**src/rtl/sdst_pkg.sv**
```systemverilog
package sdst_pkg;
  localparam int STAT_W = 19;

  localparam int B_CMD_SENT   = 0;
  localparam int B_RESP_RCVD  = 1;
  localparam int B_RESP_TO    = 2;
  localparam int B_CRC7       = 3;
  localparam int B_WR_DONE    = 4;
  localparam int B_RD_DONE    = 5;
  localparam int B_RD_TO      = 6;
  localparam int B_CRC16      = 7;
  localparam int B_SDIO_INT   = 8;
  localparam int B_CARD       = 9;
  localparam int B_DAT3       = 10;
  localparam int B_FIFO_OVF   = 11;
  localparam int B_FIFO_UNF   = 12;
  localparam int B_CMD_DONE   = 13;
  localparam int B_BOOT_ACK   = 14;
  localparam int B_UNLOCKED   = 15;
  localparam int B_LOCKED     = 16;
  localparam int B_DAT0       = 17;
  localparam int B_RD_END_ERR = 18;

  localparam logic [STAT_W-1:0] ONE = STAT_W'(1);

  localparam logic [STAT_W-1:0] CMD_CLR =
    (ONE << B_CMD_SENT) | (ONE << B_RESP_RCVD) | (ONE << B_RESP_TO) |
    (ONE << B_CRC7) | (ONE << B_CMD_DONE);
  localparam logic [STAT_W-1:0] RD_CLR =
    (ONE << B_RD_DONE) | (ONE << B_RD_TO) | (ONE << B_FIFO_OVF) |
    (ONE << B_RD_END_ERR) | (ONE << B_CRC16);
  localparam logic [STAT_W-1:0] WR_CLR =
    (ONE << B_WR_DONE) | (ONE << B_FIFO_UNF) | (ONE << B_CRC16);
  localparam logic [STAT_W-1:0] BOOT_CLR = (ONE << B_BOOT_ACK);

  localparam logic [STAT_W-1:0] STICKY_MASK = CMD_CLR | RD_CLR | WR_CLR | BOOT_CLR;
endpackage

```
**src/rtl/stat_event_map.sv**
```systemverilog
module stat_event_map
  import sdst_pkg::*;
(
  input  logic              clk,
  input  logic              rst,
  input  logic              cmd_launch,
  input  logic              rd_launch,
  input  logic              wr_launch,
  input  logic              boot_ack_en,
  input  logic              ev_cmd_sent,
  input  logic              ev_resp_rcvd,
  input  logic              ev_resp_timeout,
  input  logic              ev_crc7_err,
  input  logic              ev_cmd_done_sig,
  input  logic              ev_rd_blocks_done,
  input  logic              ev_rd_timeout,
  input  logic              ev_fifo_overflow,
  input  logic              ev_wr_blocks_done,
  input  logic              ev_fifo_underflow,
  input  logic              ev_crc16_rd,
  input  logic              ev_crc16_wr,
  input  logic              ev_boot_ack,
  input  logic              rd_last_byte,
  input  logic              rd_clk_stop_en,
  input  logic              cmd_busy,
  output logic [STAT_W-1:0] set_vec,
  output logic [STAT_W-1:0] clr_vec
);
  logic boot_en_q;
  logic boot_fall;
  logic rd_end_err;

  // Mode bit history for the boot flag clear (falling edge only)
  always_ff @(posedge clk) begin
    if (rst) boot_en_q <= 1'b0;
    else     boot_en_q <= boot_ack_en;
  end

  assign boot_fall  = boot_en_q & ~boot_ack_en;
  assign rd_end_err = rd_last_byte & rd_clk_stop_en & cmd_busy;

  always_comb begin
    set_vec               = '0;
    set_vec[B_CMD_SENT]   = ev_cmd_sent;
    set_vec[B_RESP_RCVD]  = ev_resp_rcvd;
    set_vec[B_RESP_TO]    = ev_resp_timeout;
    set_vec[B_CRC7]       = ev_crc7_err;
    set_vec[B_CMD_DONE]   = ev_cmd_done_sig;
    set_vec[B_RD_DONE]    = ev_rd_blocks_done;
    set_vec[B_RD_TO]      = ev_rd_timeout;
    set_vec[B_FIFO_OVF]   = ev_fifo_overflow;
    set_vec[B_WR_DONE]    = ev_wr_blocks_done;
    set_vec[B_FIFO_UNF]   = ev_fifo_underflow;
    set_vec[B_CRC16]      = ev_crc16_rd | ev_crc16_wr;
    set_vec[B_BOOT_ACK]   = ev_boot_ack;
    set_vec[B_RD_END_ERR] = rd_end_err;
  end

  assign clr_vec = ({STAT_W{cmd_launch}} & CMD_CLR) |
                   ({STAT_W{rd_launch}}  & RD_CLR)  |
                   ({STAT_W{wr_launch}}  & WR_CLR)  |
                   ({STAT_W{boot_fall}}  & BOOT_CLR);
endmodule

```
**src/rtl/stat_sticky_bank.sv**
```systemverilog
module stat_sticky_bank #(
  parameter int          WIDTH = 19,
  parameter logic [WIDTH-1:0] STICKY = '1
) (
  input  logic             clk,
  input  logic             rst,
  input  logic [WIDTH-1:0] set_vec,
  input  logic [WIDTH-1:0] clr_vec,
  output logic [WIDTH-1:0] flags
);
  for (genvar i = 0; i < WIDTH; i++) begin : g_bit
    if (STICKY[i]) begin : g_flag
      logic q;
      // Set has priority over clear in the same cycle
      always_ff @(posedge clk) begin
        if (rst) q <= 1'b0;
        else     q <= set_vec[i] | (q & ~clr_vec[i]);
      end
      assign flags[i] = q;
    end else begin : g_none
      assign flags[i] = 1'b0;
    end
  end
endmodule

```
**src/rtl/stat_read_port.sv**
```systemverilog
module stat_read_port
  import sdst_pkg::*;
#(
  parameter int                DATA_W      = 32,
  parameter int                ADDR_W      = 8,
  parameter logic [ADDR_W-1:0] STATUS_ADDR = '0
) (
  input  logic              clk,
  input  logic              rst,
  input  logic [STAT_W-1:0] flags,
  input  logic              sdio_smp_valid,
  input  logic              sdio_smp_val,
  input  logic              card_present,
  input  logic              dat3_pin,
  input  logic              dat0_pin,
  input  logic              dll_locked,
  input  logic              reg_rd_en,
  input  logic [ADDR_W-1:0] reg_addr,
  output logic [DATA_W-1:0] reg_rdata
);
  logic              sdio_q;
  logic [STAT_W-1:0] word;

  always_ff @(posedge clk) begin
    if (rst)                 sdio_q <= 1'b0;
    else if (sdio_smp_valid) sdio_q <= sdio_smp_val;
  end

  always_comb begin
    word               = flags;
    word[B_SDIO_INT]   = sdio_q;
    word[B_CARD]       = card_present;
    word[B_DAT3]       = dat3_pin;
    word[B_UNLOCKED]   = ~dll_locked;
    word[B_LOCKED]     = dll_locked;
    word[B_DAT0]       = dat0_pin;
  end

  always_ff @(posedge clk) begin
    if (rst) reg_rdata <= '0;
    else if (reg_rd_en)
      reg_rdata <= (reg_addr == STATUS_ADDR) ? DATA_W'(word) : '0;
  end
endmodule

```
**src/rtl/sdmmc_status_reg.sv**
```systemverilog
module sdmmc_status_reg
  import sdst_pkg::*;
#(
  parameter int                DATA_W      = 32,
  parameter int                ADDR_W      = 8,
  parameter logic [ADDR_W-1:0] STATUS_ADDR = 8'h3C
) (
  input  logic              clk,
  input  logic              rst,
  input  logic              cmd_launch,
  input  logic              rd_launch,
  input  logic              wr_launch,
  input  logic              boot_ack_en,
  input  logic              ev_cmd_sent,
  input  logic              ev_resp_rcvd,
  input  logic              ev_resp_timeout,
  input  logic              ev_crc7_err,
  input  logic              ev_cmd_done_sig,
  input  logic              ev_rd_blocks_done,
  input  logic              ev_rd_timeout,
  input  logic              ev_fifo_overflow,
  input  logic              ev_wr_blocks_done,
  input  logic              ev_fifo_underflow,
  input  logic              ev_crc16_rd,
  input  logic              ev_crc16_wr,
  input  logic              ev_boot_ack,
  input  logic              rd_last_byte,
  input  logic              rd_clk_stop_en,
  input  logic              cmd_busy,
  input  logic              sdio_smp_valid,
  input  logic              sdio_smp_val,
  input  logic              card_present,
  input  logic              dat3_pin,
  input  logic              dat0_pin,
  input  logic              dll_locked,
  input  logic              reg_rd_en,
  input  logic [ADDR_W-1:0] reg_addr,
  output logic [DATA_W-1:0] reg_rdata
);
  logic [STAT_W-1:0] set_vec;
  logic [STAT_W-1:0] clr_vec;
  logic [STAT_W-1:0] flags_q;

  stat_event_map u_map (
    .clk(clk), .rst(rst),
    .cmd_launch(cmd_launch), .rd_launch(rd_launch), .wr_launch(wr_launch),
    .boot_ack_en(boot_ack_en),
    .ev_cmd_sent(ev_cmd_sent), .ev_resp_rcvd(ev_resp_rcvd),
    .ev_resp_timeout(ev_resp_timeout), .ev_crc7_err(ev_crc7_err),
    .ev_cmd_done_sig(ev_cmd_done_sig), .ev_rd_blocks_done(ev_rd_blocks_done),
    .ev_rd_timeout(ev_rd_timeout), .ev_fifo_overflow(ev_fifo_overflow),
    .ev_wr_blocks_done(ev_wr_blocks_done), .ev_fifo_underflow(ev_fifo_underflow),
    .ev_crc16_rd(ev_crc16_rd), .ev_crc16_wr(ev_crc16_wr),
    .ev_boot_ack(ev_boot_ack), .rd_last_byte(rd_last_byte),
    .rd_clk_stop_en(rd_clk_stop_en), .cmd_busy(cmd_busy),
    .set_vec(set_vec), .clr_vec(clr_vec)
  );

  stat_sticky_bank #(.WIDTH(STAT_W), .STICKY(STICKY_MASK)) u_bank (
    .clk(clk), .rst(rst), .set_vec(set_vec), .clr_vec(clr_vec), .flags(flags_q)
  );

  stat_read_port #(.DATA_W(DATA_W), .ADDR_W(ADDR_W), .STATUS_ADDR(STATUS_ADDR)) u_port (
    .clk(clk), .rst(rst), .flags(flags_q),
    .sdio_smp_valid(sdio_smp_valid), .sdio_smp_val(sdio_smp_val),
    .card_present(card_present), .dat3_pin(dat3_pin), .dat0_pin(dat0_pin),
    .dll_locked(dll_locked), .reg_rd_en(reg_rd_en), .reg_addr(reg_addr),
    .reg_rdata(reg_rdata)
  );
endmodule

```
**config.mk**
```make
export PLATFORM = sky130hd
export DESIGN_NAME = sdmmc_status_reg
export DESIGN_NICKNAME = d
export VERILOG_FILES = /design/src/rtl/sdst_pkg.sv /design/src/rtl/stat_event_map.sv /design/src/rtl/stat_sticky_bank.sv /design/src/rtl/stat_read_port.sv /design/src/rtl/sdmmc_status_reg.sv
export SDC_FILE = /design/constraint.sdc
export NUM_CORES = 1
export LEC_CHECK = 0
export BUFFER_PORTS_ARGS = -buffer_cell sky130_fd_sc_hd__buf_4
export CAP_MARGIN = 40
export CORE_ASPECT_RATIO = 1.2
export CORE_UTILIZATION = 30
export DETAILED_ROUTE_END_ITERATION = 8
export PLACE_DENSITY = 0.6
export SETUP_SLACK_MARGIN = 0.4
export SLEW_MARGIN = 0
export SYNTH_ARGS = -nofsm -noshare
export SYNTH_HDL_FRONTEND = slang
export SYNTH_HIERARCHICAL = 1
export SYNTH_SLANG_ARGS = --single-unit
```
**constraint.sdc**
```tcl
create_clock -name clk -period 3.3 [get_ports clk]
set_input_delay 0.66 -clock clk [delete_from_list [all_inputs] [get_ports clk]]
set_output_delay 0.66 -clock clk [all_outputs]
set_load 0.05 [all_outputs]
```
# ---- Word-level counts from Yosys, hierarchy flattened
# Cells that the tools add are included.
dict set report totals {
  regBits 47
  inputBits 37
  out_inout_bits 32
}
dict set report op_classes {
  eq_ne 1
  n_mux 1
  bitwise_logic 48
}
# cell n
set op_table {}
lappend op_table {{two-way mux 19 bit} 1}
lappend op_table {{bitwise OR 14 x 19 -> 19 bit} 1}
lappend op_table {{bitwise OR 19 x 13 -> 19 bit} 1}
lappend op_table {{bitwise OR 19 x 15 -> 19 bit} 1}
lappend op_table {{bitwise AND 1 bit} 16}
lappend op_table {{inverter 1 bit} 15}
lappend op_table {{bitwise OR 1 bit} 14}
lappend op_table {{== test 8 x 6 -> 1 bit (second input constant)} 1}

# ---- Longest topological paths before layout
dict set report logic_depth {
  depth_word 6
  mapped_depth 4
}

# ---- Modules after synthesis
# The synthesis kept the hierarchy.
# mod instances cells_per_inst area_each_um2 seq_area_each_um2
set modules_own_cells {}
lappend modules_own_cells {stat_read_port 1 107 1097.3 400.4}
lappend modules_own_cells {stat_sticky_bank 1 73 650.6 260.2}
lappend modules_own_cells {stat_event_map 1 43 325.3 20.0}

# ---- Least setup slack after synthesis
# OpenSTA, ideal clock, no wires.
dict set report synth_path {
  path_type {input-to-reg}
  startpoint {in reg_addr[6]}
  endpoint {reg u_port.reg_rdata[6]}
  arrival_time_ps 1398
  required_ps 3204
  path_slack_ps 1807
  stages 4
  path_buffers 2
  cell_sequence {nand4bb_1 -> buf_6 -> buf_12 -> o41ai_2}
}
dict set report synth_between {
  elab_chain_cells 2
}
# item line_no
set synth_rtl {}
lappend synth_rtl {{start, declared} sdmmc_status_reg.sv:37} ;# input logic [ADDR_W-1:0] reg_addr,
lappend synth_rtl {{== test 8 x 6 -> 1 bit} stat_read_port.sv:42} ;# reg_rdata <= (reg_addr == STATUS_ADDR) ? DATA_W'(word) : '0;
lappend synth_rtl {{two-way mux 19 bit} stat_read_port.sv:42}
lappend synth_rtl {{end signal, assigned} stat_read_port.sv:42}
lappend synth_rtl {{end, declared} stat_read_port.sv:19} ;# output logic [DATA_W-1:0] reg_rdata
# Every way passes these cells.
# A chain may end at the register's enable or synchronous reset.

# ---- Worst setup path after layout
dict set report layout_path {
  startpoint {reg u_port.reg_rdata[6]}
  endpoint {out reg_rdata[6]}
}
# item line_no
set layout_rtl {}
lappend layout_rtl {{end, declared} sdmmc_status_reg.sv:38} ;# output logic [DATA_W-1:0] reg_rdata
# No word-level cell between the ends.

==> results.toml <==
[run_status]
status = "complete, no violations"

[die]
die_h_um = 89.9
rows = 31
dieArea_mm2 = 0.00676
initial_core_util_pct = 31.5
die_w_um = 75.2
coreArea_mm2 = 0.00613
ios = 69

[global_route]
track_usage_pct = 10.8
grt_start_max_net_pins = 54
grt_pass1_wl_um = 5560
grt_pass1_vias = 1170
antenna_found_initial = 0
grt_overflow_total = 0

[setup_path]
path_buf_inv = 1
rr_worst_depth = 2
critical_path_class = "register to primary output"
end_kind = "primary output"
slowest_stage = "dfxtp_1"
slowest_delay_ns = 0.35
reg2reg_slack_ns = 2.33
worstPathMaxFanout = 2
critPathArrivalTime_ns = 0.84
path_depth = 1
path_cells = "buf_4"
cp.required_ns = 2.64
critPathTopFamily = "flip-flops"
start_kind = "register"

[worst_hold_path]
hold_depth = 2
hp-class = "register to register"

[routing]
first_pass_iters = 4
vias = 1254
first_iter_violations = 42
drc = 0
via_per_inst = 4.21
drt-total-wl_um = 3410
avgRoutedWirePerCell_um = 11.4
drtAntennaViolNets = 0

[clocking]
cts.hold.buffers_added = 0
clockBufferDepth = 2
clk_latency_ns = 0.28
htreeDepth = 2
clock_sinks = 34
cts.reportedPaths.clkPinSlew_ns = 0.07
post_cts_buffers = 0
cts_buffers = 5
root_buffer = "clkbuf_8"
ctsResizeCount = 0
tritoncts = "built"

[placed_design]
place_area_mm2 = 0.00203
place_inst = 291
hpwl_um = 2260
io_buffers = 55
gp_congestion = 0.676

[pwr]
ir_drop_uv = 158
pwr_density_cell_mw_per_mm2 = 395
p_leak_nw = 0.927

[finish]
layout.nets = 253
fin_cells = 298
drive_above_1_share_pct = 46.3
fillers = 683
n_antenna_cell = 0
synthToLayoutAreaGrowth_pct = 9.72
utilization_pct = 34.6
final_area_mm2 = 0.00212
regArea_um2 = 681
multi_input_area_um2 = 774

[synthesis]
syn_area_mm2 = 0.00193
syn_inst = 203
postSynthAreaPerCell_um2 = 9.51
yosys_warnings = 6

[sta]
slew_headroom_pct = 60.9
period_share_pct = 45.4
fin_setup_tns_ns = 0
hold_slack_ns = 0.469
hold_viol = 0
clock_skew_ns = 0.00492
maxSlewViolCount = 0
setup_viol = 0
min_period_ns = 1.50
fmax_ghz = 0.667
tightest_slew_ns = 0.586
rsz0062_at_grt = "no"

[flow_run]
maxCapViolCount = 0
==> through the flow <==
| step | power (mW) | setup slack, ns |
|---|---|---|
| 6_report | 0.837 | 1.80 |
| 5_1_grt | 0.879 | 1.76 |
| 4_1_cts | 0.854 | 1.78 |
| 3_5_place_dp | 0.554 | 1.61 |
| 3_3_place_gp | 0.553 | 1.63 |
| 2_1_floorplan | 0.560 | 1.81 |
==> path summary, 6_finish.rpt <==
kind	from	to
min reg2reg	u_bank/g_bit[3].g_flag.q	u_port/reg_rdata[3]
max reg2reg	u_port/reg_rdata[5]	u_port/reg_rdata[5]
max	u_port/reg_rdata[6]	reg_rdata[6]
min	u_bank/g_bit[3].g_flag.q	u_port/reg_rdata[3]
==> power by group <==
group	switching (mW)	internal, mW
sequential	0.00561	0.422
combinational	0.0725	0.0430
clock	0.150	0.144
==> routing by layer <==
layer | vias to the layer above | share of wire [%] | global-route usage [%]
met5 | - | 0 | 0
met4 | 0 | 1.2 | 4.63
met3 | 2 | 4.9 | 2.80
met2 | 39 | 49 | 17.4
met1 | 574 | 45 | 13.3
li1 | 639 | - | -
==> final cells by class <==
cell class                      count  area share, %
Multi-Input combinational cell    105           36.6
Clock inverter                      2          0.709
Timing Repair Buffer               57           20.2
Sequential cell                    34           32.1
Tap cell                           82           4.84
Clock buffer                        5           3.25
Inverter                           13           2.30
==> flip-flops by register name (all words and copies together), names as in the netlist <==
signal and cells:
u_map/boot_en_q 1, u_port/reg_rdata 19, u_bank/g_bit.g_flag.q 13, u_port/sdio_q 1
==> placed cells by master (no fill, tap or decap) <==
master	count
buf_4	57
dfxtp_1	34
nand2_1	18
or3b_2	17
nand2b_1	14
inv_1	13
conb_1	13
a21oi_2	10
o41ai_2	9
o41ai_1	9
clkbuf_8	5
a21oi_1	3
clkinvlp_4	2
or2_1	2
nor2b_1	2
nand4bb_1	2
or3b_1	2
and3_1	1
o32ai_1	1
mux2i_1	1
nor2_1	1
Power figures use the tool's default switching activity.
